$ cat config.mk
export PLATFORM = sky130hd
export DESIGN_NAME = hbr_regfile
export DESIGN_NICKNAME = d
export VERILOG_FILES = /design/src/rtl/hbr_pkg.sv /design/src/rtl/hbr_decode.sv /design/src/rtl/hbr_byteorder.sv /design/src/rtl/hbr_window.sv /design/src/rtl/hbr_regfile.sv
export SDC_FILE = /design/constraint.sdc
export NUM_CORES = 1
export LEC_CHECK = 0
export CORE_ASPECT_RATIO = 0.6
export CORE_MARGIN = 2
export CORE_UTILIZATION = 64
export CTS_CLUSTER_SIZE = 8
export DETAILED_ROUTE_END_ITERATION = 10
export DONT_BUFFER_PORTS = 1
export GPL_ROUTABILITY_DRIVEN = 0
export PLACE_DENSITY = 0.9
export SYNTH_ARGS = -nofsm -noshare
export SYNTH_HDL_FRONTEND = slang
export SYNTH_SLANG_ARGS = --single-unit
$ cat constraint.sdc
create_clock -name clk -period 3 [get_ports clk]
set_clock_uncertainty 0.2 [all_clocks]
set_input_delay 0.15 -clock clk [delete_from_list [all_inputs] [get_ports clk]]
set_output_delay 0.15 -clock clk [all_outputs]
set_load 0.1 [all_outputs]
$ cat src/rtl/hbr_pkg.sv
package hbr_pkg;

  localparam int WORD_W    = 32;
  localparam int IDX_W     = 10;
  localparam int NUM_WIN   = 6;
  localparam int LOW_W     = 15;
  localparam int HIGH_W    = 7;
  localparam int REMAP_W   = 11;
  localparam int WIN_SHIFT = 21;
  localparam int NUM_BANK  = 4;
  localparam int NUM_CMD   = 2;

  localparam logic [WORD_W-1:0] CMD_MASK   = 32'h0401_FC0F;
  localparam logic [WORD_W-1:0] CFGA_MASK  = 32'h80FF_FFFC;
  localparam logic [WORD_W-1:0] SYNC_MARK  = 32'hC000_FFEE;
  localparam logic [WORD_W-1:0] BANK_RST   = 32'h0000_0005;
  localparam logic [WORD_W-1:0] CPU_RST_LE = 32'h0000_0800;
  localparam logic [WORD_W-1:0] CMD_RST_LE = 32'h0001_0001;

  typedef enum logic [3:0] {
    RC_NONE, RC_CPU, RC_MULTI, RC_LOW, RC_HIGH, RC_REMAP,
    RC_ERR, RC_SYNC, RC_ECC, RC_BANK, RC_CMD, RC_CFGA
  } rclass_e;

  typedef struct packed {
    rclass_e    cls;
    logic [2:0] sel;
  } rsel_t;

  function automatic logic [WORD_W-1:0] bswap32(logic [WORD_W-1:0] v);
    return {v[7:0], v[15:8], v[23:16], v[31:24]};
  endfunction

  function automatic logic [LOW_W-1:0] low_rst(int k);
    case (k)
      0: return 15'h0080;
      1: return 15'h0090;
      2: return 15'h0790;
      3: return 15'h0100;
      4: return 15'h0110;
      default: return 15'h0120;
    endcase
  endfunction

  function automatic logic [HIGH_W-1:0] high_rst(int k);
    case (k)
      0, 3: return 7'h0F;
      5:    return 7'h2F;
      default: return 7'h1F;
    endcase
  endfunction

  function automatic logic [WORD_W-1:0] err_value(logic [2:0] sel);
    case (sel)
      3'd2, 3'd3: return 32'hFFFF_FFFF;
      3'd4:       return 32'h0000_00FF;
      default:    return 32'h0;
    endcase
  endfunction

  function automatic rsel_t classify(logic [IDX_W-1:0] idx);
    rsel_t r;
    r.cls = RC_NONE;
    r.sel = 3'd0;
    case (idx)
      10'h000: r.cls = RC_CPU;
      10'h048: r.cls = RC_MULTI;
      10'h012: begin r.cls = RC_LOW;   r.sel = 3'd0; end
      10'h016: begin r.cls = RC_LOW;   r.sel = 3'd1; end
      10'h020: begin r.cls = RC_LOW;   r.sel = 3'd2; end
      10'h024: begin r.cls = RC_LOW;   r.sel = 3'd3; end
      10'h028: begin r.cls = RC_LOW;   r.sel = 3'd4; end
      10'h02C: begin r.cls = RC_LOW;   r.sel = 3'd5; end
      10'h014: begin r.cls = RC_HIGH;  r.sel = 3'd0; end
      10'h018: begin r.cls = RC_HIGH;  r.sel = 3'd1; end
      10'h022: begin r.cls = RC_HIGH;  r.sel = 3'd2; end
      10'h026: begin r.cls = RC_HIGH;  r.sel = 3'd3; end
      10'h02A: begin r.cls = RC_HIGH;  r.sel = 3'd4; end
      10'h02E: begin r.cls = RC_HIGH;  r.sel = 3'd5; end
      10'h03C: begin r.cls = RC_REMAP; r.sel = 3'd0; end
      10'h03E: begin r.cls = RC_REMAP; r.sel = 3'd1; end
      10'h040: begin r.cls = RC_REMAP; r.sel = 3'd2; end
      10'h042: begin r.cls = RC_REMAP; r.sel = 3'd3; end
      10'h044: begin r.cls = RC_REMAP; r.sel = 3'd4; end
      10'h046: begin r.cls = RC_REMAP; r.sel = 3'd5; end
      10'h01C: begin r.cls = RC_ERR;   r.sel = 3'd0; end
      10'h01E: begin r.cls = RC_ERR;   r.sel = 3'd1; end
      10'h04A: begin r.cls = RC_ERR;   r.sel = 3'd2; end
      10'h04C: begin r.cls = RC_ERR;   r.sel = 3'd3; end
      10'h04E: begin r.cls = RC_ERR;   r.sel = 3'd4; end
      10'h030, 10'h032: r.cls = RC_SYNC;
      10'h120, 10'h121, 10'h122, 10'h123, 10'h124: r.cls = RC_ECC;
      10'h113: begin r.cls = RC_BANK;  r.sel = 3'd0; end
      10'h114: begin r.cls = RC_BANK;  r.sel = 3'd1; end
      10'h115: begin r.cls = RC_BANK;  r.sel = 3'd2; end
      10'h116: begin r.cls = RC_BANK;  r.sel = 3'd3; end
      10'h300: begin r.cls = RC_CMD;   r.sel = 3'd0; end
      10'h320: begin r.cls = RC_CMD;   r.sel = 3'd1; end
      10'h33E: r.cls = RC_CFGA;
      default: ;
    endcase
    return r;
  endfunction

endpackage

$ cat src/rtl/hbr_decode.sv
module hbr_decode
  import hbr_pkg::*;
(
  input  logic [IDX_W-1:0] idx,
  output rsel_t            hit
);
  assign hit = classify(idx);
endmodule

$ cat src/rtl/hbr_byteorder.sv
module hbr_byteorder #(
  parameter int W    = 32,
  parameter bit SWAP = 1'b0
) (
  input  logic [W-1:0] din,
  output logic [W-1:0] dout
);
  localparam int NBYTES = W / 8;

  if (SWAP) begin : g_swap
    for (genvar b = 0; b < NBYTES; b++) begin : g_byte
      assign dout[8*b +: 8] = din[8*(NBYTES-1-b) +: 8];
    end
  end else begin : g_pass
    assign dout = din;
  end
endmodule

$ cat src/rtl/hbr_window.sv
module hbr_window #(
  parameter int LOW_W  = 15,
  parameter int HIGH_W = 7,
  parameter int SHIFT  = 21,
  parameter int WIN_W  = 36
) (
  input  logic [LOW_W-1:0]  low,
  input  logic [HIGH_W-1:0] high,
  output logic [WIN_W-1:0]  base,
  output logic [WIN_W-1:0]  size
);
  function automatic logic [WIN_W-1:0] win_base(logic [LOW_W-1:0] lo);
    return WIN_W'(lo) << SHIFT;
  endfunction

  function automatic logic [WIN_W-1:0] win_size(logic [LOW_W-1:0] lo,
                                                logic [HIGH_W-1:0] hi);
    logic [WIN_W-1:0] span;
    span = WIN_W'(hi) + WIN_W'(1) - WIN_W'(lo[HIGH_W-1:0]);
    return span << SHIFT;
  endfunction

  assign base = win_base(low);
  assign size = win_size(low, high);
endmodule

$ cat src/rtl/hbr_regfile.sv
module hbr_regfile
  import hbr_pkg::*;
#(
  parameter int ADDR_W       = 32,
  parameter int WINDOW_BYTES = 4096,
  parameter bit BIG_ENDIAN   = 1'b0,
  parameter int WIN_W        = 36,
  parameter int IO_WIN       = 0
) (
  input  logic              clk,
  input  logic              rst_n,
  input  logic              req,
  input  logic              we,
  input  logic [ADDR_W-1:0] addr,
  input  logic [31:0]       wdata,
  output logic [31:0]       rdata,
  output logic              rvalid,
  output logic [WIN_W-1:0]  io_base,
  output logic [WIN_W-1:0]  io_size
);
  localparam int WIN_AW = $clog2(WINDOW_BYTES);
  localparam logic [WORD_W-1:0] CPU_RST = BIG_ENDIAN ? 32'h0 : CPU_RST_LE;
  localparam logic [WORD_W-1:0] CMD_RST = BIG_ENDIAN ? 32'h0 : CMD_RST_LE;
  localparam logic [WORD_W-1:0] SYNC_SEEN = BIG_ENDIAN ? bswap32(SYNC_MARK) : SYNC_MARK;

  // named bus events
  logic wr_ev, rd_ev;
  assign wr_ev = req & we;
  assign rd_ev = req & ~we;

  logic [IDX_W-1:0] idx;
  assign idx = addr[WIN_AW-1:2];

  logic unused_addr_bits;
  assign unused_addr_bits = ^{addr[ADDR_W-1:WIN_AW], addr[1:0]};

  rsel_t dec;
  hbr_decode u_decode (.idx(idx), .hit(dec));

  logic [WORD_W-1:0] wval;
  hbr_byteorder #(.W(WORD_W), .SWAP(BIG_ENDIAN)) u_wr_order (.din(wdata), .dout(wval));

  // plain-width registers
  logic [WORD_W-1:0] cpu_q;
  logic [WORD_W-1:0] cfga_q;
  logic [NUM_BANK-1:0][WORD_W-1:0] bank_q;
  logic [NUM_CMD-1:0][WORD_W-1:0]  cmd_q;

  always_ff @(posedge clk or negedge rst_n) begin
    if (!rst_n) begin
      cpu_q  <= CPU_RST;
      cfga_q <= '0;
      for (int i = 0; i < NUM_BANK; i++) bank_q[i] <= BANK_RST;
      for (int i = 0; i < NUM_CMD; i++)  cmd_q[i]  <= CMD_RST;
    end else if (wr_ev) begin
      case (dec.cls)
        RC_CPU:  cpu_q <= wval;
        RC_BANK: bank_q[dec.sel[1:0]] <= wval;
        RC_CMD:  cmd_q[dec.sel[0]] <= wval & CMD_MASK;
        RC_CFGA: cfga_q <= wval & CFGA_MASK;
        default: ;
      endcase
    end
  end

  // decode windows: low, high and remap per window
  logic [NUM_WIN-1:0][LOW_W-1:0]   low_q;
  logic [NUM_WIN-1:0][HIGH_W-1:0]  high_q;
  logic [NUM_WIN-1:0][REMAP_W-1:0] remap_q;
  logic [NUM_WIN-1:0] low_hit, high_hit, remap_hit;

  for (genvar k = 0; k < NUM_WIN; k++) begin : g_win
    logic [LOW_W-1:0]   low_r;
    logic [HIGH_W-1:0]  high_r;
    logic [REMAP_W-1:0] remap_r;

    assign low_hit[k]   = wr_ev && (dec.cls == RC_LOW)   && (dec.sel == 3'(k));
    assign high_hit[k]  = wr_ev && (dec.cls == RC_HIGH)  && (dec.sel == 3'(k));
    assign remap_hit[k] = wr_ev && (dec.cls == RC_REMAP) && (dec.sel == 3'(k));

    always_ff @(posedge clk or negedge rst_n) begin
      if (!rst_n) begin
        low_r   <= low_rst(k);
        high_r  <= high_rst(k);
        remap_r <= REMAP_W'(low_rst(k));
      end else begin
        if (low_hit[k]) begin
          low_r   <= wval[LOW_W-1:0];
          remap_r <= wval[REMAP_W-1:0];
        end else if (remap_hit[k]) begin
          remap_r <= wval[REMAP_W-1:0];
        end
        if (high_hit[k]) high_r <= wval[HIGH_W-1:0];
      end
    end

    assign low_q[k]   = low_r;
    assign high_q[k]  = high_r;
    assign remap_q[k] = remap_r;


    remap_mirror_chk: assert property (@(posedge clk) disable iff (!rst_n)
      low_hit[k] |=> (remap_r == $past(wval[REMAP_W-1:0])));
  end

  hbr_window #(.LOW_W(LOW_W), .HIGH_W(HIGH_W), .SHIFT(WIN_SHIFT), .WIN_W(WIN_W)) u_window (
    .low(low_q[IO_WIN]), .high(high_q[IO_WIN]), .base(io_base), .size(io_size)
  );

  // read path
  logic [WORD_W-1:0] rd_raw, rd_out;
  always_comb begin
    rd_raw = '0;
    case (dec.cls)
      RC_CPU:   rd_raw = cpu_q;
      RC_LOW:   rd_raw = WORD_W'(low_q[dec.sel]);
      RC_HIGH:  rd_raw = WORD_W'(high_q[dec.sel]);
      RC_REMAP: rd_raw = WORD_W'(remap_q[dec.sel]);
      RC_ERR:   rd_raw = err_value(dec.sel);
      RC_SYNC:  rd_raw = SYNC_MARK;
      RC_BANK:  rd_raw = bank_q[dec.sel[1:0]];
      RC_CMD:   rd_raw = cmd_q[dec.sel[0]];
      RC_CFGA:  rd_raw = cfga_q;
      default:  rd_raw = '0;
    endcase
  end

  hbr_byteorder #(.W(WORD_W), .SWAP(BIG_ENDIAN)) u_rd_order (.din(rd_raw), .dout(rd_out));

  always_ff @(posedge clk or negedge rst_n) begin
    if (!rst_n) begin
      rvalid <= 1'b0;
      rdata  <= '0;
    end else begin
      rvalid <= rd_ev;
      if (rd_ev) rdata <= rd_out;
    end
  end

  logic win_touch;
  assign win_touch = wr_ev && ((dec.cls == RC_LOW) || (dec.cls == RC_HIGH));


  rd_valid_chk: assert property (@(posedge clk) disable iff (!rst_n)
    rd_ev |=> rvalid);


  rd_idle_chk: assert property (@(posedge clk) disable iff (!rst_n)
    !rd_ev |=> !rvalid);


  sync_marker_chk: assert property (@(posedge clk) disable iff (!rst_n)
    (rd_ev && dec.cls == RC_SYNC) |=> (rdata == SYNC_SEEN));


  window_stable_chk: assert property (@(posedge clk) disable iff (!rst_n)
    (wr_ev && !win_touch) |=> ($stable(io_base) && $stable(io_size)));
endmodule

Word-level counts from Yosys, hierarchy flattened
Cells that the tools add are included.
- register bits after elaboration: 478
- word-level logic and storage cells: 171
- output and inout port bits: 105
- input bits: 68
- add/subtract/negate cells: 2
- bitwise operators: 3
- magnitude comparators: 5
- reductions and logical operators: 49
- muxes and demuxes: 32
- equality and inequality tests: 52
- operator list (kind ; number):
    32-bit case mux with 9 select lines ; 1
    32-bit 2-to-1 mux ; 5
    11-bit 2-to-1 mux ; 13
    128-bit bitwise mux ; 1
    10-bit by 6-bit == test with 1-bit output (second input constant) ; 12
    10-bit by 9-bit == test with 1-bit output (second input constant) ; 9
    10-bit by 7-bit == test with 1-bit output (second input constant) ; 8
    32-bit binary-select mux with 2-bit select ; 1
    64-bit bitwise mux ; 1
    32-bit demux with 2-bit select ; 1
    32-bit case mux with 2 select lines ; 1
    10-bit by 5-bit == test with 1-bit output (second input constant) ; 6
    15-bit binary-select mux with 3-bit select ; 1
    4-bit case mux with 11 select lines ; 1
    11-bit binary-select mux with 3-bit select ; 1
    32-bit demux with 1-bit select ; 1
    10-bit == test (second input constant) ; 3
    6-bit OR reduction ; 4
    1-bit logical AND ; 23
    7-bit binary-select mux with 3-bit select ; 1
    5-bit OR reduction ; 4
    4-bit by 3-bit == test with 1-bit output (second input constant) ; 4
    15-bit 2-to-1 mux ; 1
    3-bit case mux with 5 select lines ; 1
    23 further kinds ; 39

Longest topological paths before layout
Gate-level depths: netlist of run 1.
- depth in word-level cells: 8
- depth in mapped cells: 13
- depth with buffers taken out: 13

Cells and area by module
A second synthesis of run 1 with hierarchy kept.
- cell total of the unflattened synthesis: 1588
- area total of the unflattened synthesis: 22028.6 um^2
- by module, submodules not included (module ; times used ; area an instance (um^2) ; seq. area each (um^2) ; cells an instance):
    hbr_regfile ; 1 ; 19989.2 ; 11044.3 ; 1311
    hbr_window ; 1 ; 935.9 ; 0.0 ; 124
    hbr_decode ; 1 ; 623.1 ; 0.0 ; 89
    hbr_byteorder ; 2 ; 240.2 ; 0.0 ; 32

Worst setup path after synthesis of run 1
OpenSTA, ideal clock, no wires.
- path kind: reg2out
- start point: register g_win[0].low_r[1]
- end point: output port io_size[28]
- arrival time: 3.906 ns
- slack: -1.256 ns
- required time: 2.650 ns
- stages on the path, launching flop included: 13
- path buffers: 0
- cells stage by stage: dfrtp_1 > ha_1 > inv_1 > ha_1 > inv_1 > fa_1 > inv_1 > a21oi_1 > o21bai_1 > a21oi_1 > nor2_1 > nor2_1 > xor2_1
- longest elaborated chain between the ends: 1
- ends and longest elaborated chain (item ; line ; RTL):
    from (decl) ; hbr_regfile.sv:73 ; logic [LOW_W-1:0] low_r;
    from (signal assigned) ; hbr_regfile.sv:83 ; low_r <= low_rst(k);
    from (signal assigned) ; hbr_regfile.sv:88 ; low_r <= wval[LOW_W-1:0];
    8-bit by 7-bit subtractor with 9-bit output ; hbr_window.sv:19 ; span = WIN_W'(hi) + WIN_W'(1) - WIN_W'(lo[HIGH_W-1:0]);
    to (decl) ; hbr_regfile.sv:19 ; output logic [WIN_W-1:0] io_size
No other way between the ends.

Worst setup path in the final report of run 1
- start point: register g_win[0].high_r[1]
- end point: output port io_size[28]
- longest elaborated chain between the ends: 2
- ends and longest elaborated chain (item ; line ; RTL):
    from (decl) ; hbr_regfile.sv:74 ; logic [HIGH_W-1:0] high_r;
    from (signal assigned) ; hbr_regfile.sv:84 ; high_r <= high_rst(k);
    from (signal assigned) ; hbr_regfile.sv:93 ; if (high_hit[k]) high_r <= wval[HIGH_W-1:0];
    7-bit by 1-bit adder with 8-bit output ; hbr_window.sv:19 ;
    8-bit by 7-bit subtractor with 9-bit output ; hbr_window.sv:19 ;
No other way between the ends.

==> summary.md, run 1 <==
* 1.000 — fraction of synthesis flops using an asynchronous set or reset pin
* 51 — count of standard-cell rows
* in -> async — type of the most critical hold path
* 439 — largest net degree at the start of global routing
* 0 — reported max-cap violation count
* 2 — crit path max fanout
* 37140 µm — post-detailed-placement half-perimeter wirelength
* 61830 µm — Routed WL
* clkbuf_16 — clock root buffer master
* 0.430 — Seq pwr share
* 2940 ps — data arrival time of the worst path
* 21840 µm² — instance area after placement
* 69.04 ps — worst slack, placed
* 11.41 nW — Leakage Power
* 610 ps — later-pin clock latency in the skew report
* 27.53 µm — routed length per instance
* dfrtp_1 — flip-flop cell with the highest count after synthesis
* 12.67 µm² — per-instance average area after synthesis
* 2063 — DRC violation total after the first TritonRoute iteration
* 0 — count of input and output buffers
* 17.10% — area overhead of the layout relative to synthesis
* 11060 µm² — storage element area
* 1833 — Filler Cell Count
* 236.4 µm — overall die width
* 0.4160 — ratio of cells with drive above 1 in the final layout
* complete, but fails checks — outcome
* 5 — Buffers & Inverters on Critical Path
* 0.3609 — overall global routing resource usage
* 13.98 mW — overall power of the completed layout
* true — unrepaired setup endpoints after global routing
* 1637 — cells after synthesis
* -946.0 ps — worst slack on hold paths
* 559.6 µV — VDD IR-drop max
* 438 — flops & latches, synth
* -0.09840 — tightest slew margin relative to the limit
* 540 ps — Worst path max stage delay
* -290.5 ps — slack of the critical path
* 60 — cts bufs inserted
* 1847 — number of nets in the final layout
* output pin — Worst Setup End Kind
* inv_2 — cell occurring most often along the worst timing path
* 2650 ps — data required time at the worst endpoint
* 2066 — number of cells in the design after placement
* 33910 µm² — die footprint
* 0.456 — clock network fraction of design power
* 0.6449 — Initial Util
* 143.4 µm — die extent in y
* 434 — final number of hold-violating endpoints
* adder cells — cell type group with the largest total delay on the critical path
* 1648 ps — Worst Max-Slew Pin Slew
* 173 — ports placed on the boundary
* 438 — number of clock sinks seen by CTS
* 303.9 MHz — timing-limited maximum frequency
* 15480 — total number of vias
* 60 ps — CTS clk-pin slew, worst paths
* inv_2 -> ha_4 -> inv_4 -> ha_4 -> inv_2 -> fa_2 -> inv_2 -> a21oi_2 -> o21bai_2 -> a21oi_2 -> nor2_2 -> nor2_4 -> xor2_4 -> buf_12 — series of cell instances along the critical path
* 10.16 mW — total internal power
* flop — startpoint type of the worst setup path
* 6.894 — DR vias/cell
* 32160 µm² — Core ar.
* 83 — number of unique standard cell types used by synthesis
* 7 — length of the first detailed-routing pass in iterations
* 0 — Ys Warns
* 93380 µm — wire length of the first global-routing pass
* 3290 ps — post-layout min period
* 575.8 nW/µm² — Power Density
* 2246 — number of standard cells in the layout, taps in and fillers out
* 6 — number of antenna violations at the first check in global routing
* negative hold slack, max-slew violations, negative setup slack — failing checks
* 0.5325 — sequential share of the synthesized area
* 0 — remaining routing DRC violations
* 0 — Routed Antenna Nets
* -2887 ps — setup total negative slack
* 24290 µm² — Design Area, Final
* 3 — number of buffers between clock root and the deepest sink
* 14 — number of failing setup endpoints in the final timing report
* 2 — CTS H-tree depth
* 0 — number of enable flip-flop cells after synthesis
* 20740 µm² — post-synthesis instance area
* 0.2735 — fraction of power spent switching nets
* 0 — leftover overflow at the end of global routing
* 8984 µm² — multi-input combinational cell area
* 15900 — via count of the first global-routing pass
* 137 — number of slew-limit violations in the final report
* 1.097 — post-route fraction of the period consumed by the critical path
* dfstp_2 — critical path's slowest cell
* done — CTS tree
* 0.114 — part of the power in combinational logic
* reg -> out — critical path type
* 3.824 mW — net switching power
-- layer usage --
layer,up-vias,part of all wire,GRT usage
met1,7921,0.40,0.5011
met5,-,0,0
met4,0,0.036,0.1406
met3,213,0.12,0.1049
li1,6282,-,-
met2,1067,0.45,0.5420
-- placed cells by master, fill, tap and decap left out, drive strengths merged, types with 35 or more instances in the layout --
cell type	instances
buf	153
a21oi	35
dlygate4sd3	45
nor2	65
o21ai	51
conb	42
dfrtp	371
nand2	78
mux2	406
clkbuf	110
o22ai	41
dfstp	67
-- worst reg2reg max path, stage by stage, from the launching register on --
cell	delay [ps]
dfrtp_1	400
a221oi_1	270
nand2_1	120
a31o_2	230
a211oi_1	320
a31oi_1	160
a221o_1	280
-- per-stage QoR --
stage,utilization,hold WS [ps]
after floorplan,-,-345.6
after global placement,0.6792,-326.1
after CTS,0.7501,-963.4
final,0.7552,-946.0
after detailed placement,0.6792,-327.6
after global routing,0.7549,-959.9
-- worst paths after layout --
path | startpoint | to | slack [ps] | cells past startpoint
worst max-delay path | g_win[0].high_r[1] | io_size[28] | -290 | 14
worst min-delay path | rst_n | g_win[1].remap_r[5] | -950 | 0
worst max register to register | cpu_q[4] | rdata[4] | 910 | 6
worst min register to register | rdata[25] | rdata[25] | 290 | 2
max in group asynchronous | rst_n | bank_q[30] | 2230 | 0
min in group clk | addr[6] | rdata[1] | 40 | 6
-- cell type report --
class	instances	area share
Timing Repair Buffer	198	0.07666
Sequential cell	438	0.4555
Clock inverter	3	0.001855
Clock buffer	110	0.06996
Tap cell	424	0.02184
Inverter	22	0.003606
Multi-Input combinational cell	1044	0.3699
Antenna cell	7	0.0007212
-- flip-flops by register name, indices dropped and copies added, names as in the netlist --
name / count
cfga_q: 23
g_win.remap_r: 66
rdata: 32
bank_q: 128
cpu_q: 32
g_win.low_r: 90
g_win.high_r: 42
cmd_q: 24
rvalid: 1
-- power groups by stage --
stage	combinational [mW]	sequential [mW]	clock [mW]
floorplan	1.29	6.15	0
CTS	1.55	6.01	6.37
detailed placement	1.36	6.10	0
global placement	1.34	6.10	0
global route	1.64	6.01	6.68
finish	1.59	6.01	6.38
-- cell families after synthesis --
logic type / count (synthesis) / share of synthesized area
buffers and inverters: 196 / 0.05321
DFF: 438 / 0.5325
other: 1 / 0.0001808
and+or+nand+nor: 242 / 0.06135
AOI/OAI and AO/OA: 321 / 0.1146
adders and majority gates: 15 / 0.009773
xor gates and xnor gates: 11 / 0.004645
muxes: 413 / 0.2238
-- synth_stat cells, types with 4 or more instances --
library cell,instances,area (µm²)
or2_2,4,25.02
o22ai_1,41,256.5
and2_1,4,25.02
dfrtp_1,371,9284
nand3_1,12,60.06
nor3_1,11,55.05
a222oi_1,30,300.3
a32oi_1,7,61.31
nand4_1,5,31.28
nand2_1,74,277.8
a211oi_1,14,105.1
buf_4,51,382.9
nor2b_1,8,50.05
or4_1,4,30.03
mux2_1,8,90.09
a22oi_1,24,180.2
nor4_1,13,81.33
buf_6,16,180.2
inv_1,21,78.83
buf_2,45,225.2
clkbuf_1,59,221.5
a221o_1,12,120.1
or3_1,6,37.54
xnor2_1,5,43.79
o221ai_1,22,192.7
nor2_1,61,229.0
o21ai_1,11,55.05
a22o_1,18,157.7
ha_1,13,162.7
o31ai_1,6,45.04
xor2_1,6,52.55
dfstp_2,67,1760
o211ai_1,8,60.06
mux2_2,398,4482
a21oi_1,34,170.2
nand2b_1,5,31.28
o21ai_0,40,200.2
mux2i_1,7,70.07
a221oi_1,20,175.2
a21boi_0,9,67.56
a21o_1,4,30.03
-- what timing repair did --
| item | CTS | global route |
|---|---|---|
| pin swaps | 9 | 7 |
| buffers inserted | 7 | 10 |
| cloned | 0 | 0 |
| hold endpoints to repair | 861 | 439 |
| resized for setup | 13 | 13 |
| hold buffers | 43 | 2 |
| endpoints found under the setup margin | 10 | 14 |
(Power assumes the default switching activity.)
==> run 2, diff against run 1 <==
--- a/config.mk
+++ b/config.mk
@@ -5,7 +5,7 @@
 export SDC_FILE = /design/constraint.sdc
 export NUM_CORES = 1
 export LEC_CHECK = 0
-export CORE_ASPECT_RATIO = 0.6
+export CORE_ASPECT_RATIO = 1.75
 export CORE_MARGIN = 2
 export CORE_UTILIZATION = 64
 export CTS_CLUSTER_SIZE = 8
==> summary.md, run 2 (synthesis results as in run 1) <==
* complete, but fails checks — outcome
* design-rule violations, negative hold slack, negative setup slack — failing checks
* 0.6459 — Initial Util
* 1827 — number of nets in the final layout
* mux2_2 — most frequent standard cell in the layout excluding fill and tap cells
* 7.126 — DR vias/cell
* rdata[4] — worst reg2reg path endpoint
* 60 — cts bufs inserted
* 87 — count of standard-cell rows
* 9009 µm² — multi-input combinational cell area
* mux2_2 (398), dfrtp_1 (365), buf_4 (118) — highest-count cells in the layout ignoring fill and taps
* bank_q — register with the most flip-flops
* 439 — largest net degree at the start of global routing
* 0 — leftover overflow at the end of global routing
* clkbuf_16 — clock root buffer master
* 0.3716 — overall global routing resource usage
* -43.20 ps — worst slack, placed
* 1710 — Filler Cell Count
* 600 ps — later-pin clock latency in the skew report
* 581.2 nW/µm² — Power Density
* true — unrepaired setup endpoints after global routing
* 16.12% — area overhead of the layout relative to synthesis
* 3 — number of buffers between clock root and the deepest sink
* 2960 ps — data arrival time of the worst path
* 15640 — total number of vias
* 0.7500 — post-layout utilization of the core
* 24080 µm² — Design Area, Final
* 2 — CTS H-tree depth
* in -> async — type of the most critical hold path
* 0.09783 — tightest slew margin relative to the limit
* 0 — number of antenna violations at the first check in global routing
* 2650 ps — data required time at the worst endpoint
* 438 — number of clock sinks seen by CTS
* 11.30 nW — Leakage Power
* 438 — final number of hold-violating endpoints
* output pin — Worst Setup End Kind
* done — CTS tree
* 1693 — DRC violation total after the first TritonRoute iteration
* bank_q (128), g_win.low_r (90), g_win.remap_r (66) — largest registers
* 40 — CTS hold repair buffers
* 1.103 — post-route fraction of the period consumed by the critical path
* 2031 — number of cells in the design after placement
* -1994 ps — setup total negative slack
* 128 — flip-flop count of the largest register, all copies and words added
* 36780 µm — post-detailed-placement half-perimeter wirelength
* 32110 µm² — Core ar.
* reg -> out — critical path type
* 11060 µm² — storage element area
* 0 — antenna cells
* 0 — reported max-cap violation count
* 28.92 µm — routed length per instance
* 33920 µm² — die footprint
* 3310 ps — post-layout min period
* 140.1 µm — overall die width
* -930.9 ps — worst slack on hold paths
* 2195 — number of standard cells in the layout, taps in and fillers out
* flop — startpoint type of the worst setup path
* 21720 µm² — instance area after placement
* 0 — count of input and output buffers
* 9 — length of the first detailed-routing pass in iterations
* 548.7 µV — VDD IR-drop max
* -309.9 ps — slack of the critical path
* 63480 µm — Routed WL
* cfga_q[4] — R2R Path Start
* 0 — number of slew-limit violations in the final report
* 6 — Reg2Reg Depth
* 173 — ports placed on the boundary
* 60 ps — CTS clk-pin slew, worst paths
* 16860 — via count of the first global-routing pass
* 15 — remaining routing DRC violations
* 10 — number of failing setup endpoints in the final timing report
* 1353 ps — Worst Max-Slew Pin Slew
* 2 — crit path max fanout
* 880 ps — reg-to-reg setup timing slack
* 0.4134 — ratio of cells with drive above 1 in the final layout
* 97040 µm — wire length of the first global-routing pass
* 242.1 µm — die extent in y
* 302.1 MHz — timing-limited maximum frequency
* 0 — Routed Antenna Nets
run 2: cell count changes in the layout (fill, tap and decap cells not counted), sizes merged:
cell          change
inv               -2
clkinv            -1
buf              -15
dlymetal6s4s      +1
clkbuf            +2
diode             -7
dlygate4sd3       -6
clkinvlp          +1
run 2: worst max-delay path: stages, from the launching register on:
cell and delay, ps:
dfstp_2 540, inv_2 50, ha_4 250, inv_2 40
ha_4 150, inv_2 50, fa_2 210, inv_2 60
a21oi_4 180, o21bai_4 90, a21oi_2 150, nor2_2 60
nor2_4 160, xor2_4 190, buf_12 190
run 2: how the worst max path moves through the flow:
stage                             startpoint          end  slack (ps)  depth (start not counted)
final                     g_win[0].high_r[1]  io_size[28]        -310                         14
after global routing      g_win[0].high_r[1]  io_size[28]        -400                         14
after CTS                 g_win[0].high_r[1]  io_size[32]        -300                         10
after detailed placement            addr[10]    rdata[13]         -40                          9
after global placement               addr[7]     rdata[2]          50                          8
after floorplan            g_win[0].low_r[1]  io_size[28]         -20                         12
run 2: final cells by class:
class                           count  share of cell area
Clock buffer                      112             0.07221
Clock inverter                      1           0.0006754
Timing Repair Buffer              178             0.06930
Tap cell                          400             0.02078
Multi-Input combinational cell   1044              0.3740
Inverter                           22            0.003689
Sequential cell                   438              0.4593
run 2: timing repair:
action                                  4_1_cts  5_1_grt
pin swaps                                     9       13
hold endpoints to repair                    861      438
resized for setup                             8       19
setup buffers                                 6        6
endpoints found under the setup margin       10       23
run 2: metal layers:
metal,global-route usage,up-vias,part of all wire
li1,-,6227,-
met2,0.6181,1153,0.50
met5,0,-,0
met1,0.4167,7856,0.33
met3,0.08757,405,0.093
met4,0.2709,0,0.084
run 2: metrics by stage:
stage          total power, mW  hold WS (ps)
6_report                 14.00        -930.9
5_1_grt                  14.31        -946.3
4_1_cts                  13.91        -948.9
3_5_place_dp             7.464        -332.4
3_3_place_gp             7.444        -330.5
2_1_floorplan            7.444        -345.6
run 2: power by group:
| part | switching, mW | internal (mW) |
|---|---|---|
| logic | 1.18 | 0.423 |
| clock network | 2.55 | 3.84 |
| registers | 0.0396 | 5.97 |
